File: src/rtl/fcalu_pkg.sv
// Package: shared function codes and the decoded control word of the ALU.
// Assumes a six-bit function code; the bit meanings are set by the decoder.
package fcalu_pkg;

    localparam int unsigned FCODE_W = 6;

    // Defined function codes.
    localparam logic [FCODE_W-1:0] FC_PASS_A = 6'b000000;
    localparam logic [FCODE_W-1:0] FC_OR     = 6'b000001;
    localparam logic [FCODE_W-1:0] FC_AND    = 6'b000100;
    localparam logic [FCODE_W-1:0] FC_PASS_B = 6'b000101;
    localparam logic [FCODE_W-1:0] FC_ANDN   = 6'b001000;
    localparam logic [FCODE_W-1:0] FC_XOR    = 6'b001001;
    localparam logic [FCODE_W-1:0] FC_NOT_B  = 6'b001010;
    localparam logic [FCODE_W-1:0] FC_ZERO   = 6'b001100;
    localparam logic [FCODE_W-1:0] FC_ADD    = 6'b010110;
    localparam logic [FCODE_W-1:0] FC_SUB    = 6'b011001;
    localparam logic [FCODE_W-1:0] FC_RSUB   = 6'b110110;

    // Bitwise function applied to the (possibly complemented) operands.
    typedef enum logic [2:0] {
        LG_ZERO = 3'd0,
        LG_AND  = 3'd1,
        LG_OR   = 3'd2,
        LG_XOR  = 3'd3,
        LG_A    = 3'd4,
        LG_B    = 3'd5
    } logic_sel_e;

    // Decoded control word.
    typedef struct packed {
        logic       valid;   // code is one of the defined set
        logic       arith;   // result taken from the adder
        logic       inv_a;   // complement operand A
        logic       inv_b;   // complement operand B
        logic       cin_en;  // carry input reaches the adder
        logic_sel_e lsel;    // bitwise function
    } fcalu_ctrl_t;

endpackage

File: src/rtl/fcalu_decode.sv
// Module: fcalu_decode
// Turns the six-bit function code into the control word that steers the
// operand complementers, the bitwise unit, the adder carry and the result
// multiplexer. It is purely combinational. Any code outside the defined set
// gives a control word with valid = 0, and the datapath then drives zero.
module fcalu_decode
    import fcalu_pkg::*;
(
    input  logic [FCODE_W-1:0] fcode,
    output fcalu_ctrl_t        ctrl
);

    // Purpose: map each defined code to its control settings.
    always_comb begin
        ctrl = '0;
        ctrl.lsel = LG_ZERO;
        unique case (fcode)
            FC_PASS_A: begin ctrl.valid = 1'b1; ctrl.lsel = LG_A;    end
            FC_OR:     begin ctrl.valid = 1'b1; ctrl.lsel = LG_OR;   end
            FC_AND:    begin ctrl.valid = 1'b1; ctrl.lsel = LG_AND;  end
            FC_PASS_B: begin ctrl.valid = 1'b1; ctrl.lsel = LG_B;    end
            FC_ANDN:   begin ctrl.valid = 1'b1; ctrl.lsel = LG_AND;
                             ctrl.inv_b = 1'b1;                     end
            FC_XOR:    begin ctrl.valid = 1'b1; ctrl.lsel = LG_XOR;  end
            FC_NOT_B:  begin ctrl.valid = 1'b1; ctrl.lsel = LG_B;
                             ctrl.inv_b = 1'b1;                     end
            FC_ZERO:   begin ctrl.valid = 1'b1; ctrl.lsel = LG_ZERO; end
            FC_ADD:    begin ctrl.valid = 1'b1; ctrl.arith = 1'b1;
                             ctrl.cin_en = 1'b1;                    end
            FC_SUB:    begin ctrl.valid = 1'b1; ctrl.arith = 1'b1;
                             ctrl.cin_en = 1'b1; ctrl.inv_b = 1'b1; end
            FC_RSUB:   begin ctrl.valid = 1'b1; ctrl.arith = 1'b1;
                             ctrl.cin_en = 1'b1; ctrl.inv_a = 1'b1; end
            default:   ctrl = '0;
        endcase
    end

endmodule

File: src/rtl/fcalu_datapath.sv
// Module: fcalu_datapath
// XOR-based operand complementers feed both a per-bit logic unit and a
// two's-complement adder. A result multiplexer then picks the sum or the
// logic output, or zero for an undefined code. The module also produces the
// adder carry out and the signed overflow. It is purely combinational and
// assumes WIDTH >= 2.
module fcalu_datapath
    import fcalu_pkg::*;
#(
    parameter int unsigned WIDTH = 32
) (
    input  fcalu_ctrl_t      ctrl,
    input  logic [WIDTH-1:0] a,
    input  logic [WIDTH-1:0] b,
    input  logic             cin,
    output logic [WIDTH-1:0] res,
    output logic             cout,
    output logic             ovf
);

    localparam int unsigned MSB = WIDTH - 1;

    logic [WIDTH-1:0] opa, opb, lres;
    logic [WIDTH:0]   sum_ext;
    logic             cin_eff;

    // Purpose: one bit of the bitwise function.
    function automatic logic lbit(input logic_sel_e sel, input logic x, input logic y);
        case (sel)
            LG_AND:  return x & y;
            LG_OR:   return x | y;
            LG_XOR:  return x ^ y;
            LG_A:    return x;
            LG_B:    return y;
            default: return 1'b0;
        endcase
    endfunction

    // Purpose: complement the operands through XOR gates.
    assign opa = a ^ {WIDTH{ctrl.inv_a}};
    assign opb = b ^ {WIDTH{ctrl.inv_b}};

    // Purpose: one logic cell per result bit.
    for (genvar i = 0; i < WIDTH; i++) begin : g_lcell
        assign lres[i] = lbit(ctrl.lsel, opa[i], opb[i]);
    end

    // Purpose: gate the carry input and form the full-width sum.
    assign cin_eff = cin & ctrl.cin_en;
    assign sum_ext = {1'b0, opa} + {1'b0, opb} + {{WIDTH{1'b0}}, cin_eff};

    // Purpose: carry out and signed overflow of the adder.
    assign cout = sum_ext[WIDTH];
    assign ovf  = (opa[MSB] == opb[MSB]) && (sum_ext[MSB] != opa[MSB]);

    // Purpose: result multiplexer.
    always_comb begin
        if (!ctrl.valid)     res = '0;
        else if (ctrl.arith) res = sum_ext[MSB:0];
        else                 res = lres;
    end

endmodule

File: src/rtl/fcalu_flags.sv
// Module: fcalu_flags
// Holds the N, Z, C and V condition flags. It writes them on a clock edge
// with the write enable high and a defined code. N and Z always update on a
// write. C and V update only for adder codes. Reset is synchronous and
// active-low. Assumes res, cout and ovf are settled before the clock edge.
module fcalu_flags #(
    parameter int unsigned WIDTH = 32
) (
    input  logic             clk,
    input  logic             rst_n,
    input  logic             we,
    input  logic             valid,
    input  logic             arith,
    input  logic [WIDTH-1:0] res,
    input  logic             cout,
    input  logic             ovf,
    output logic             n_q,
    output logic             z_q,
    output logic             c_q,
    output logic             v_q
);

    logic wr_nz, wr_cv;

    // Purpose: decide which flag pairs are written this cycle.
    assign wr_nz = we & valid;
    assign wr_cv = we & valid & arith;

    // Purpose: flag register with synchronous active-low reset.
    always_ff @(posedge clk) begin
        if (!rst_n) begin
            n_q <= 1'b0;
            z_q <= 1'b0;
            c_q <= 1'b0;
            v_q <= 1'b0;
        end else begin
            if (wr_nz) begin
                n_q <= res[WIDTH-1];
                z_q <= ~|res;
            end
            if (wr_cv) begin
                c_q <= cout;
                v_q <= ovf;
            end
        end
    end

    // reset clears every flag.
    a_r11_reset_clear: assert property (@(posedge clk)
        !rst_n |=> ({n_q, z_q, c_q, v_q} == 4'b0000));

    // no write enable, no flag change.
    a_r9_we_low_hold: assert property (@(posedge clk) disable iff (!rst_n)
        !we |=> $stable({n_q, z_q, c_q, v_q}));

    // undefined code never touches the flags.
    a_r10_undef_hold: assert property (@(posedge clk) disable iff (!rst_n)
        (we && !valid) |=> $stable({n_q, z_q, c_q, v_q}));

    // logic codes keep carry and overflow.
    a_r8_logic_cv_hold: assert property (@(posedge clk) disable iff (!rst_n)
        (we && valid && !arith) |=> $stable({c_q, v_q}));

    // negative flag follows the sign of the written result.
    a_r6_n_capture: assert property (@(posedge clk) disable iff (!rst_n)
        (we && valid) |=> (n_q == $past(res[WIDTH-1])));

endmodule

File: src/rtl/fcalu_top.sv
// Module: fcalu_top
// Function-coded arithmetic/logic unit with stored condition flags. It
// connects the code decoder, the datapath and the flag register. The result
// is combinational. The flags change only at clock edges.
module fcalu_top
    import fcalu_pkg::*;
#(
    parameter int unsigned WIDTH = 32
) (
    input  logic               clk,
    input  logic               rst_n,
    input  logic               flag_we,
    input  logic [FCODE_W-1:0] fcode,
    input  logic [WIDTH-1:0]   op_a,
    input  logic [WIDTH-1:0]   op_b,
    input  logic               carry_in,
    output logic [WIDTH-1:0]   result,
    output logic               flag_n,
    output logic               flag_z,
    output logic               flag_c,
    output logic               flag_v
);

    fcalu_ctrl_t ctrl;
    logic        add_cout, add_ovf;

    fcalu_decode u_dec (
        .fcode (fcode),
        .ctrl  (ctrl)
    );

    fcalu_datapath #(.WIDTH(WIDTH)) u_dp (
        .ctrl (ctrl),
        .a    (op_a),
        .b    (op_b),
        .cin  (carry_in),
        .res  (result),
        .cout (add_cout),
        .ovf  (add_ovf)
    );

    fcalu_flags #(.WIDTH(WIDTH)) u_flg (
        .clk   (clk),
        .rst_n (rst_n),
        .we    (flag_we),
        .valid (ctrl.valid),
        .arith (ctrl.arith),
        .res   (result),
        .cout  (add_cout),
        .ovf   (add_ovf),
        .n_q   (flag_n),
        .z_q   (flag_z),
        .c_q   (flag_c),
        .v_q   (flag_v)
    );

endmodule

File: config.mk
export PLATFORM = sky130hd
export DESIGN_NAME = fcalu_top
export DESIGN_NICKNAME = d
export VERILOG_FILES = /design/src/rtl/fcalu_pkg.sv /design/src/rtl/fcalu_decode.sv /design/src/rtl/fcalu_datapath.sv /design/src/rtl/fcalu_flags.sv /design/src/rtl/fcalu_top.sv
export SDC_FILE = /design/constraint.sdc
export NUM_CORES = 1
export LEC_CHECK = 0
export ABC_AREA = 1
export BUFFER_PORTS_ARGS = -buffer_cell sky130_fd_sc_hd__buf_2
export CAP_MARGIN = 20
export CORE_MARGIN = 2
export CORE_UTILIZATION = 45
export CTS_CLUSTER_DIAMETER = 60
export DETAILED_ROUTE_END_ITERATION = 10
export PLACE_DENSITY = 0.75
export SLEW_MARGIN = 10
export SYNTH_ARGS = -nofsm -noshare
export SYNTH_HDL_FRONTEND = slang
export SYNTH_SLANG_ARGS = --single-unit
File: constraint.sdc
create_clock -name clk -period 5.92 [get_ports clk]
set_input_delay 0.296 -clock clk [delete_from_list [all_inputs] [get_ports clk]]
set_output_delay 0.296 -clock clk [all_outputs]
set_load 0.05 [all_outputs]
==> results of run 1 <==
==> metrics by stage <==
step                      std cells  utilization (%)  power [mW]  worst slack [ps]  hold slack [ps]
after global routing           1321            51.92      0.7371              1113            364.8
after detailed placement       1318            51.31      0.5555              1596            463.7
after CTS                      1321            51.92      0.6641              1597            339.1
after global placement         1318            51.31      0.5526              1700            456.2
after floorplan                1067                -      0.4182              1822            434.4
final                          1321            51.92      0.6719              1559            337.9
==> worst min-delay path, cell delays in order <==
cell	delay, ps
buf_2	90
inv_1	50
nor2_1	90
==> power groups by stage <==
stage	logic, mW	clock network (mW)	registers [mW]
after floorplan	0.388	0	0.0300
after global placement	0.524	0	0.0282
after detailed placement	0.527	0	0.0282
after CTS	0.530	0.106	0.0279
after global routing	0.600	0.109	0.0280
final	0.539	0.105	0.0279
==> sequential cells by signal (all words and copies together), names as in the netlist <==
signal and flops:
u_flg.v_q 1, u_flg.z_q 1, u_flg.c_q 1, u_flg.n_q 1
==> layer usage <==
metal | up-vias | share of wire, % | global-route usage (%)
li1 | 3541 | - | -
met1 | 3050 | 47 | 42.67
met2 | 304 | 42 | 45.03
met3 | 23 | 9.4 | 3.581
met4 | 0 | 1.3 | 4.206
met5 | - | 0 | 0
==> placed cells by master (no fill, tap or decap), drive strengths merged <==
| cell type | instances |
|---|---|
| a2111o | 1 |
| a2111oi | 1 |
| a211oi | 2 |
| a21o | 1 |
| a21oi | 57 |
| a221oi | 4 |
| a31o | 1 |
| a31oi | 5 |
| a41oi | 1 |
| buf | 115 |
| clkbuf | 3 |
| dfxtp | 4 |
| fa | 1 |
| ha | 63 |
| inv | 225 |
| nand2 | 331 |
| nand3 | 68 |
| nand4 | 14 |
| nor2 | 92 |
| nor3 | 14 |
| nor4 | 1 |
| o2111ai | 13 |
| o211ai | 3 |
| o21a | 3 |
| o21ai | 42 |
| o21bai | 6 |
| o22ai | 32 |
| o31ai | 1 |
| or2 | 33 |
| xnor2 | 6 |
| xor2 | 10 |
==> worst min-delay path by stage <==
stage	start	end	cells after the start	slack (ps)
after floorplan	rst_n	u_flg.n_q$_SDFFE_PN0P_	2	430
after global placement	u_flg.v_q$_SDFFE_PN0P_	u_flg.v_q$_SDFFE_PN0P_	2	460
after detailed placement	u_flg.v_q$_SDFFE_PN0P_	u_flg.v_q$_SDFFE_PN0P_	2	460
after CTS	rst_n	u_flg.n_q$_SDFFE_PN0P_	3	340
after global routing	rst_n	u_flg.n_q$_SDFFE_PN0P_	3	360
final	rst_n	u_flg.z_q$_SDFFE_PN0P_	3	340
==> cell families after synthesis <==
logic type / Yosys count
and+or+nand+nor: 553
buffers and inverters: 257
AOI/OAI and AO/OA: 173
adders and majority gates: 64
xor gates and xnor gates: 16
DFF: 4
==> cell type report <==
cell class | instances | share of cell area, %
Multi-Input combinational cell | 806 | 71.45
Inverter | 225 | 13.41
Timing Repair Buffer | 115 | 9.352
Tap cell | 168 | 3.329
Sequential cell | 4 | 1.268
Clock buffer | 3 | 1.189
==> results by group, run 1 <==
Status
  – Outcome: complete, no violations

Synthesis
  – Net Count, Synth: 1205
  – YS warnings: 0
  – Register area share after synthesis: 1.415%
  – Post-Syn Instances: 1067
  – Top cell type's share of synthesized area: 19.89%
  – Synth Flop Type: dfxtp_1
  – Count leader, synth: nand2_1
  – XOR/XNOR share of the synthesized area: 3.006%
  – Register bit total from synthesis: 4
  – Synth Area in Adders: 14.28%
  – Ys async rst share: 0%
  – Fraction of the mapped netlist area in simple logic gates: 43.72%
  – Mux cell area share after synthesis: 0%
  – Compound-cell area share of the yosys netlist: 18.70%
  – Top cells by area, synth: nand2_1 (20%), ha_1 (14%), inv_1 (14%)
  – Post-synth EDFFs: 0
  – Netlist cell types: 52
  – Cell taking the most area after synthesis: nand2_1
  – Mapped cell area: 5660 µm²
  – Main combinational cell family by area after synthesis: simple AND/OR/NAND/NOR gates
  – Most frequent cells after synthesis: nand2_1 (300), inv_1 (209), nor2_1 (89), nand3_1 (64), ha_1 (63)
  – Syn avg cell area: 5.305 µm²

Drt
  – Initial DRC count: 642
  – Vias per cell: 5.237
  – First-pass DRT Iterations: 5
  – DRC: 0
  – Via count: 6918
  – Total detailed-routing wirelength: 19.07 mm
  – Avg WL per Cell: 14.44 µm
  – Final ANT Viol Nets: 0

Layout
  – Final Instance Area: 6315 µm²
  – Layout net count: 1293
  – Fillers: 1343
  – Share of cells above drive strength 1: 17.52%
  – Area occupied by multi-input gates: 4512 µm²
  – N_diodes: 0
  – Register area: 80.08 µm²
  – Area growth, synth to finish: 11.56%

Clock network
  – Number of H-tree levels: 1
  – Setup bufs post-CTS: 0
  – Worst-Skew Late Latency: 220 ps
  – Clk root buf: clkbuf_16
  – Number of CTS-inserted buffers: 3
  – CTS tree: built
  – Clock slew at the register clock pins of the worst setup and hold paths: 30 ps
  – Clock sink total: 4
  – PostCTS Resize Cnt: 0
  – Hold Buf Count CTS: 0
  – CTS max path bufs: 2

Worst setup path
  – R2r setup slk: 5240 ps
  – Crit end category: output port
  – R2R depth: 4
  – Critical path peak fanout: 53
  – Worst EP required: 5620 ps
  – Critical path buffers and inverters: 5
  – RR Endpoint: u_flg.c_q$_SDFFE_PN0P_
  – Max incr delay on CP: 410 ps
  – Slowest cell on the critical path: fa_1
  – Crit. path cell count: 27
  – RR Startpoint: u_flg.c_q$_SDFFE_PN0P_
  – Critical Path Sink: result[28]
  – Crit Path Class: primary input to output port
  – Critical Path Source: fcode[2]
  – Critical Path Start Type: primary input
  – CP delay by family, top: simple AND/OR/NAND/NOR gates
  – CP arrival: 4070 ps
  – Most common cell on crit path: nand2_1

STA
  – Tmin final: 4361 ps
  – Setup violators final: 0
  – Share of the clock period used by the worst path: 73.67%
  – FMAX: 229.3 MHz
  – Post-Route Skew: 0 ps
  – Max-slew headroom: 44.48%
  – Final Max Tran Viols: 0
  – Total negative slack: 0 ps
  – Final hold viol count: 0
  – Worst Max-Slew Pin Slew: 829.8 ps
  – RSZ-0062 raised after global routing: no

Die
  – Core region area: 12160 µm²
  – # IOs: 110
  – Die H: 116.2 µm
  – Die area: 13490 µm²
  – Die width: 116.2 µm
  – Initial Utilization: 46.54%
  – Row count: 40

Power and ir drop
  – P per Cell Area: 106.4 nW/µm²
  – Clk pwr share: 15.7%
  – Combinational power share: 80.2%
  – NetSw: 0.3864 mW
  – Sw frac: 57.51%
  – Internal: 0.2855 mW
  – VDD IR max: 71.86 µV
  – Sequential share of power: 4.2%
  – Leak: 3.795 nW

Global routing
  – First-pass GRT wire length: 30.84 mm
  – Largest net degree at the start of global routing: 54
  – Initial antenna violation count: 0
  – Total GRT Usage: 28.64%
  – GR Overflow Total: 0
  – Vias in the first global route: 6075

Placed design
  – Final GP Congestion: 0.9863
  – Port Buf Inserts: 109
  – Placed inst area: 6240 µm²
  – Placed wire-length estimate: 15.16 mm

Job
  – Max-cap violations: 0

Worst hold path
  – Worst hold path type: primary input to flop
(Power assumes the default switching activity.)
==> run 2: changes to the inputs <==
clock period = 4.2 ns   (was 5.92 ns; I/O delays follow)
==> run 2 against run 1 <==
Clock power increased by 41%. Global-route usage increased by 0.64 points. Clock skew unchanged. Critical path type unchanged.
==> results by group, run 2 (synthesis gave the netlist of run 1 again) <==
Status
  – Outcome: complete, no violations

STA
  – Max-slew headroom: 54.61%
  – Worst Max-Slew Pin Slew: 679.2 ps
  – Share of the clock period used by the worst path: 92.65%
  – Post-Route Skew: 0 ps
  – Hold slack: 255.3 ps
  – Tmin final: 3891 ps
  – RSZ-0062 raised after global routing: no
  – Final hold viol count: 0
  – FMAX: 257.0 MHz
  – Total negative slack: 0 ps
  – Setup violators final: 0
  – Final Max Tran Viols: 0

Clock network
  – CTS tree: built
  – CTS max path bufs: 2
  – Worst-Skew Late Latency: 220 ps
  – Clk root buf: clkbuf_16
  – Number of CTS-inserted buffers: 3
  – Clock slew at the register clock pins of the worst setup and hold paths: 30 ps
  – Setup bufs post-CTS: 0
  – Clock sink total: 4
  – Number of H-tree levels: 1
  – PostCTS Resize Cnt: 0
  – Hold Buf Count CTS: 0

Power and ir drop
  – Sw frac: 57.67%
  – Leak: 3.834 nW
  – NetSw: 0.5521 mW
  – Clk pwr share: 15.5%
  – Sequential share of power: 4.1%
  – Internal: 0.4052 mW
  – Combinational power share: 80.4%
  – VDD IR max: 141.5 µV
  – P per Cell Area: 150.0 nW/µm²

Global routing
  – First-pass GRT wire length: 31.18 mm
  – Largest net degree at the start of global routing: 39
  – Vias in the first global route: 6170
  – Total GRT Usage: 29.27%
  – Initial antenna violation count: 0
  – GR Overflow Total: 0

Worst setup path
  – RR Endpoint: u_flg.z_q$_SDFFE_PN0P_
  – Max incr delay on CP: 430 ps
  – CP arrival: 3680 ps
  – Slowest cell on the critical path: fa_1
  – Critical path buffers and inverters: 5
  – Critical path peak fanout: 16
  – CP delay by family, top: simple AND/OR/NAND/NOR gates
  – Crit end category: output port
  – Most common cell on crit path: nand2_1
  – Crit. path cell count: 27
  – Critical Path Source: fcode[2]
  – R2r setup slk: 3530 ps
  – Worst EP required: 3990 ps
  – Critical Path Sink: result[28]
  – R2R depth: 4
  – RR Startpoint: u_flg.z_q$_SDFFE_PN0P_
  – Critical Path Start Type: primary input
  – Crit Path Class: primary input to output port

Layout
  – Layout net count: 1300
  – Register area: 80.08 µm²
  – Commonest non-fill, non-tap cell in the layout: nand2_1
  – Area occupied by multi-input gates: 4519 µm²
  – Most frequent cells in the layout: nand2_1 (300), inv_1 (209), buf_2 (108)
  – Fillers: 1369
  – Final core utilization: 52.47%
  – Share of cells above drive strength 1: 18.19%
  – Area growth, synth to finish: 12.73%
  – N_diodes: 0

Die
  – Initial Utilization: 46.54%
  – Row count: 40
  – Core region area: 12160 µm²
  – Die area: 13490 µm²
  – # IOs: 110
  – Die H: 116.2 µm
  – Die width: 116.2 µm

Drt
  – DRC: 0
  – Via count: 6950
  – First-pass DRT Iterations: 5
  – Final ANT Viol Nets: 0
  – Avg WL per Cell: 14.80 µm
  – Total detailed-routing wirelength: 19.65 mm
  – Vias per cell: 5.233
  – Initial DRC count: 455

Placed design
  – Final GP Congestion: 1.043
  – Port Buf Inserts: 109
  – Placed wire-length estimate: 16.03 mm

Worst hold path
  – Worst hold path type: primary input to flop

Job
  – Max-cap violations: 0
-- run 2: tightest hold or removal path: stages --
cell and delay [ps]:
buf_2 110, o21ai_0 70, a21oi_1 40
-- run 2: power by group through the flow --
stage,Combinational (mW),Sequential [mW],Clock [mW]
floorplan,0.547,0.0423,0
global placement,0.744,0.0398,0
detailed placement,0.749,0.0398,0
CTS,0.752,0.0393,0.150
global route,0.853,0.0394,0.151
finish,0.770,0.0393,0.148
-- run 2: layout make-up --
cell class | instances | area share, %
Sequential cell | 4 | 1.255
Multi-Input combinational cell | 806 | 70.82
Tap cell | 168 | 3.294
Timing Repair Buffer | 122 | 10.18
Clock buffer | 3 | 1.176
Inverter | 225 | 13.27
-- run 2: how the worst min path moves through the flow --
| stage | to | depth (start not counted) | start |
|---|---|---|---|
| 2_1_floorplan | u_flg.n_q$_SDFFE_PN0P_ | 2 | rst_n |
| 3_3_place_gp | u_flg.v_q$_SDFFE_PN0P_ | 2 | u_flg.v_q$_SDFFE_PN0P_ |
| 3_5_place_dp | u_flg.v_q$_SDFFE_PN0P_ | 2 | u_flg.v_q$_SDFFE_PN0P_ |
| 4_1_cts | u_flg.n_q$_SDFFE_PN0P_ | 3 | rst_n |
| 5_1_grt | u_flg.n_q$_SDFFE_PN0P_ | 3 | rst_n |
| 6_report | u_flg.n_q$_SDFFE_PN0P_ | 3 | rst_n |
-- run 2: metal layers --
metal	track usage [%]	vias up	wire length, µm
li1	-	3567	-
met5	0	-	0
met1	42.97	3031	9086
met4	6.905	0	517
met3	3.633	35	1934
met2	45.58	317	8112
-- run 2: stage by stage --
step / area (µm²) / total power [mW] / cells / setup WS [ps]
6_report: 6381 / 0.9573 / 1328 / 308.8
2_1_floorplan: 5660 / 0.5895 / 1067 / 187.7
3_5_place_dp: 6292 / 0.7887 / 1325 / 252.7
3_3_place_gp: 6292 / 0.7843 / 1325 / 274.3
5_1_grt: 6381 / 1.044 / 1328 / 21.85
4_1_cts: 6367 / 0.9414 / 1328 / 261.4
==> run 3: changes to the inputs <==
CORE_MARGIN = default   (was 2)
==> run 3 against run 2 <==
Sequential share of layout area hardly changed. Routed wire length rose by 0.84%. Worst hold slack worse by 17 ps. Critical path type unchanged. Non-clock buffer count did not move. Largest cell class unchanged. Highest routed layer unchanged.
==> results by group, run 3 (synthesis gave the netlist of run 1 again) <==
Global routing
  – Initial antenna violation count: 0
  – First-pass GRT wire length: 30.95 mm
  – Total GRT Usage: 30.09%
  – GR Overflow Total: 0
  – Largest net degree at the start of global routing: 37
  – Vias in the first global route: 6089

STA
  – Share of the clock period used by the worst path: 95.29%
  – Final setup margin: 197.6 ps
  – RSZ-0062 raised after global routing: no
  – Setup violators final: 0
  – Total negative slack: 0 ps
  – Max-slew headroom: 59.44%
  – Tmin final: 4002 ps
  – Final hold viol count: 0
  – Final Max Tran Viols: 0
  – FMAX: 249.9 MHz
  – Hold slack: 238.1 ps
  – Worst Max-Slew Pin Slew: 607.7 ps
  – Post-Route Skew: 0 ps

Die
  – # IOs: 110
  – Initial Utilization: 46.74%
  – Die width: 114.2 µm
  – Core region area: 12110 µm²
  – Row count: 40
  – Die H: 114.2 µm
  – Die area: 13030 µm²

Worst setup path
  – R2r setup slk: 3530 ps
  – CP delay by family, top: simple AND/OR/NAND/NOR gates
  – Most common cell on crit path: nand2_1
  – Critical path peak fanout: 18
  – Worst EP required: 3990 ps
  – Critical path buffers and inverters: 5
  – Crit Path Class: primary input to output port
  – Crit end category: output port
  – Critical Path Source: fcode[2]
  – CP arrival: 3790 ps
  – Slowest cell on the critical path: fa_1
  – RR Startpoint: u_flg.z_q$_SDFFE_PN0P_
  – Max incr delay on CP: 420 ps
  – RR Endpoint: u_flg.z_q$_SDFFE_PN0P_
  – Critical Path Sink: result[28]
  – Crit. path cell count: 27
  – Critical Path Start Type: primary input
  – R2R depth: 4

Layout
  – N_diodes: 0
  – Fillers: 1367
  – Non-filler cells in the finished layout: 1328
  – Most frequent cells in the layout: nand2_1 (300), inv_1 (209), buf_2 (108)
  – Share of cells above drive strength 1: 18.02%
  – Final core utilization: 52.59%
  – Commonest non-fill, non-tap cell in the layout: nand2_1
  – Area growth, synth to finish: 12.53%
  – Layout net count: 1300

Placed design
  – Port Buf Inserts: 109
  – Placed wire-length estimate: 16.15 mm
  – Final GP Congestion: 1.013
  – Pre-CTS setup slack: 255.3 ps
  – Dpl cells: 1325

Clock network
  – Number of CTS-inserted buffers: 3
  – Worst-Skew Late Latency: 220 ps
  – Number of H-tree levels: 1
  – Clk root buf: clkbuf_16
  – Clock slew at the register clock pins of the worst setup and hold paths: 30 ps
  – Clock sink total: 4
  – CTS tree: built
  – Setup bufs post-CTS: 0
  – CTS max path bufs: 2

Drt
  – First-pass DRT Iterations: 7
  – DRC: 0
  – Initial DRC count: 636
  – Avg WL per Cell: 14.92 µm
  – Final ANT Viol Nets: 0
  – Total detailed-routing wirelength: 19.82 mm
  – Vias per cell: 5.305
  – Via count: 7045

Job
  – Max-cap violations: 0

Worst hold path
  – Worst hold path type: primary input to flop

Power and ir drop
  – P per Cell Area: 151.0 nW/µm²
  – VDD IR max: 145.1 µV
  – Leak: 3.831 nW

Status
  – Outcome: complete, no violations
==> run 3: changes by cell type in the layout (fill, tap and decap cells not counted), sizes merged <==
cell    before  now
buf        122  121
clkbuf       3    4
==> run 3: how the worst min path moves through the flow <==
stage / from / cells after the start / slack [ps] / to
6_report: rst_n / 3 / 240 / u_flg.n_q$_SDFFE_PN0P_
5_1_grt: rst_n / 3 / 280 / u_flg.n_q$_SDFFE_PN0P_
4_1_cts: rst_n / 3 / 240 / u_flg.n_q$_SDFFE_PN0P_
3_5_place_dp: u_flg.v_q$_SDFFE_PN0P_ / 2 / 470 / u_flg.v_q$_SDFFE_PN0P_
3_3_place_gp: u_flg.v_q$_SDFFE_PN0P_ / 2 / 450 / u_flg.v_q$_SDFFE_PN0P_
2_1_floorplan: rst_n / 2 / 350 / u_flg.n_q$_SDFFE_PN0P_
==> run 3: report_power, final <==
group / leakage [nW] / internal, mW / total [mW] / switching (mW)
Combinational: 3.76 / 0.245 / 0.773 / 0.528
Sequential: 0.0323 / 0.0390 / 0.0393 / 0.000307
Clock: 0.0370 / 0.122 / 0.150 / 0.0283
Total: 3.83 / 0.405 / 0.962 / 0.557
==> run 3: what timing repair did <==
item / 4_1_cts / 5_1_grt
hold buffers: 0 / 0
setup endpoints to repair: 0 / 1
resized for setup: 0 / 1
==> run 3: final cells by class <==
class,count,area (µm²),area share (%)
tap,168,210.2,3.300
clock buffer,3,75.07,1.179
inverter,225,847.1,13.30
sequential,4,80.08,1.257
multi-input combinational,806,4512,70.83
timing repair buffer,122,645.6,10.14
==> run 3: metrics by stage <==
stage | total power, mW | instance area [µm²]
2_1_floorplan | 0.5895 | 5660
3_3_place_gp | 0.7870 | 6292
3_5_place_dp | 0.7911 | 6292
4_1_cts | 0.9450 | 6367
5_1_grt | 1.045 | 6370
6_report | 0.9621 | 6370
==> run 3: worst min-delay path: cells and delay by family <==
family	cells	cell delay, ps
AOI/OAI and AO/OA	2	100
buffers and inverters	1	100
==> run 3: routing by layer <==
| metal | track usage [%] | wire length (µm) |
|---|---|---|
| met4 | 5.714 | 328 |
| met3 | 4.182 | 2146 |
| met1 | 44.19 | 9112 |
| met5 | 0 | 0 |
| met2 | 46.51 | 8228 |
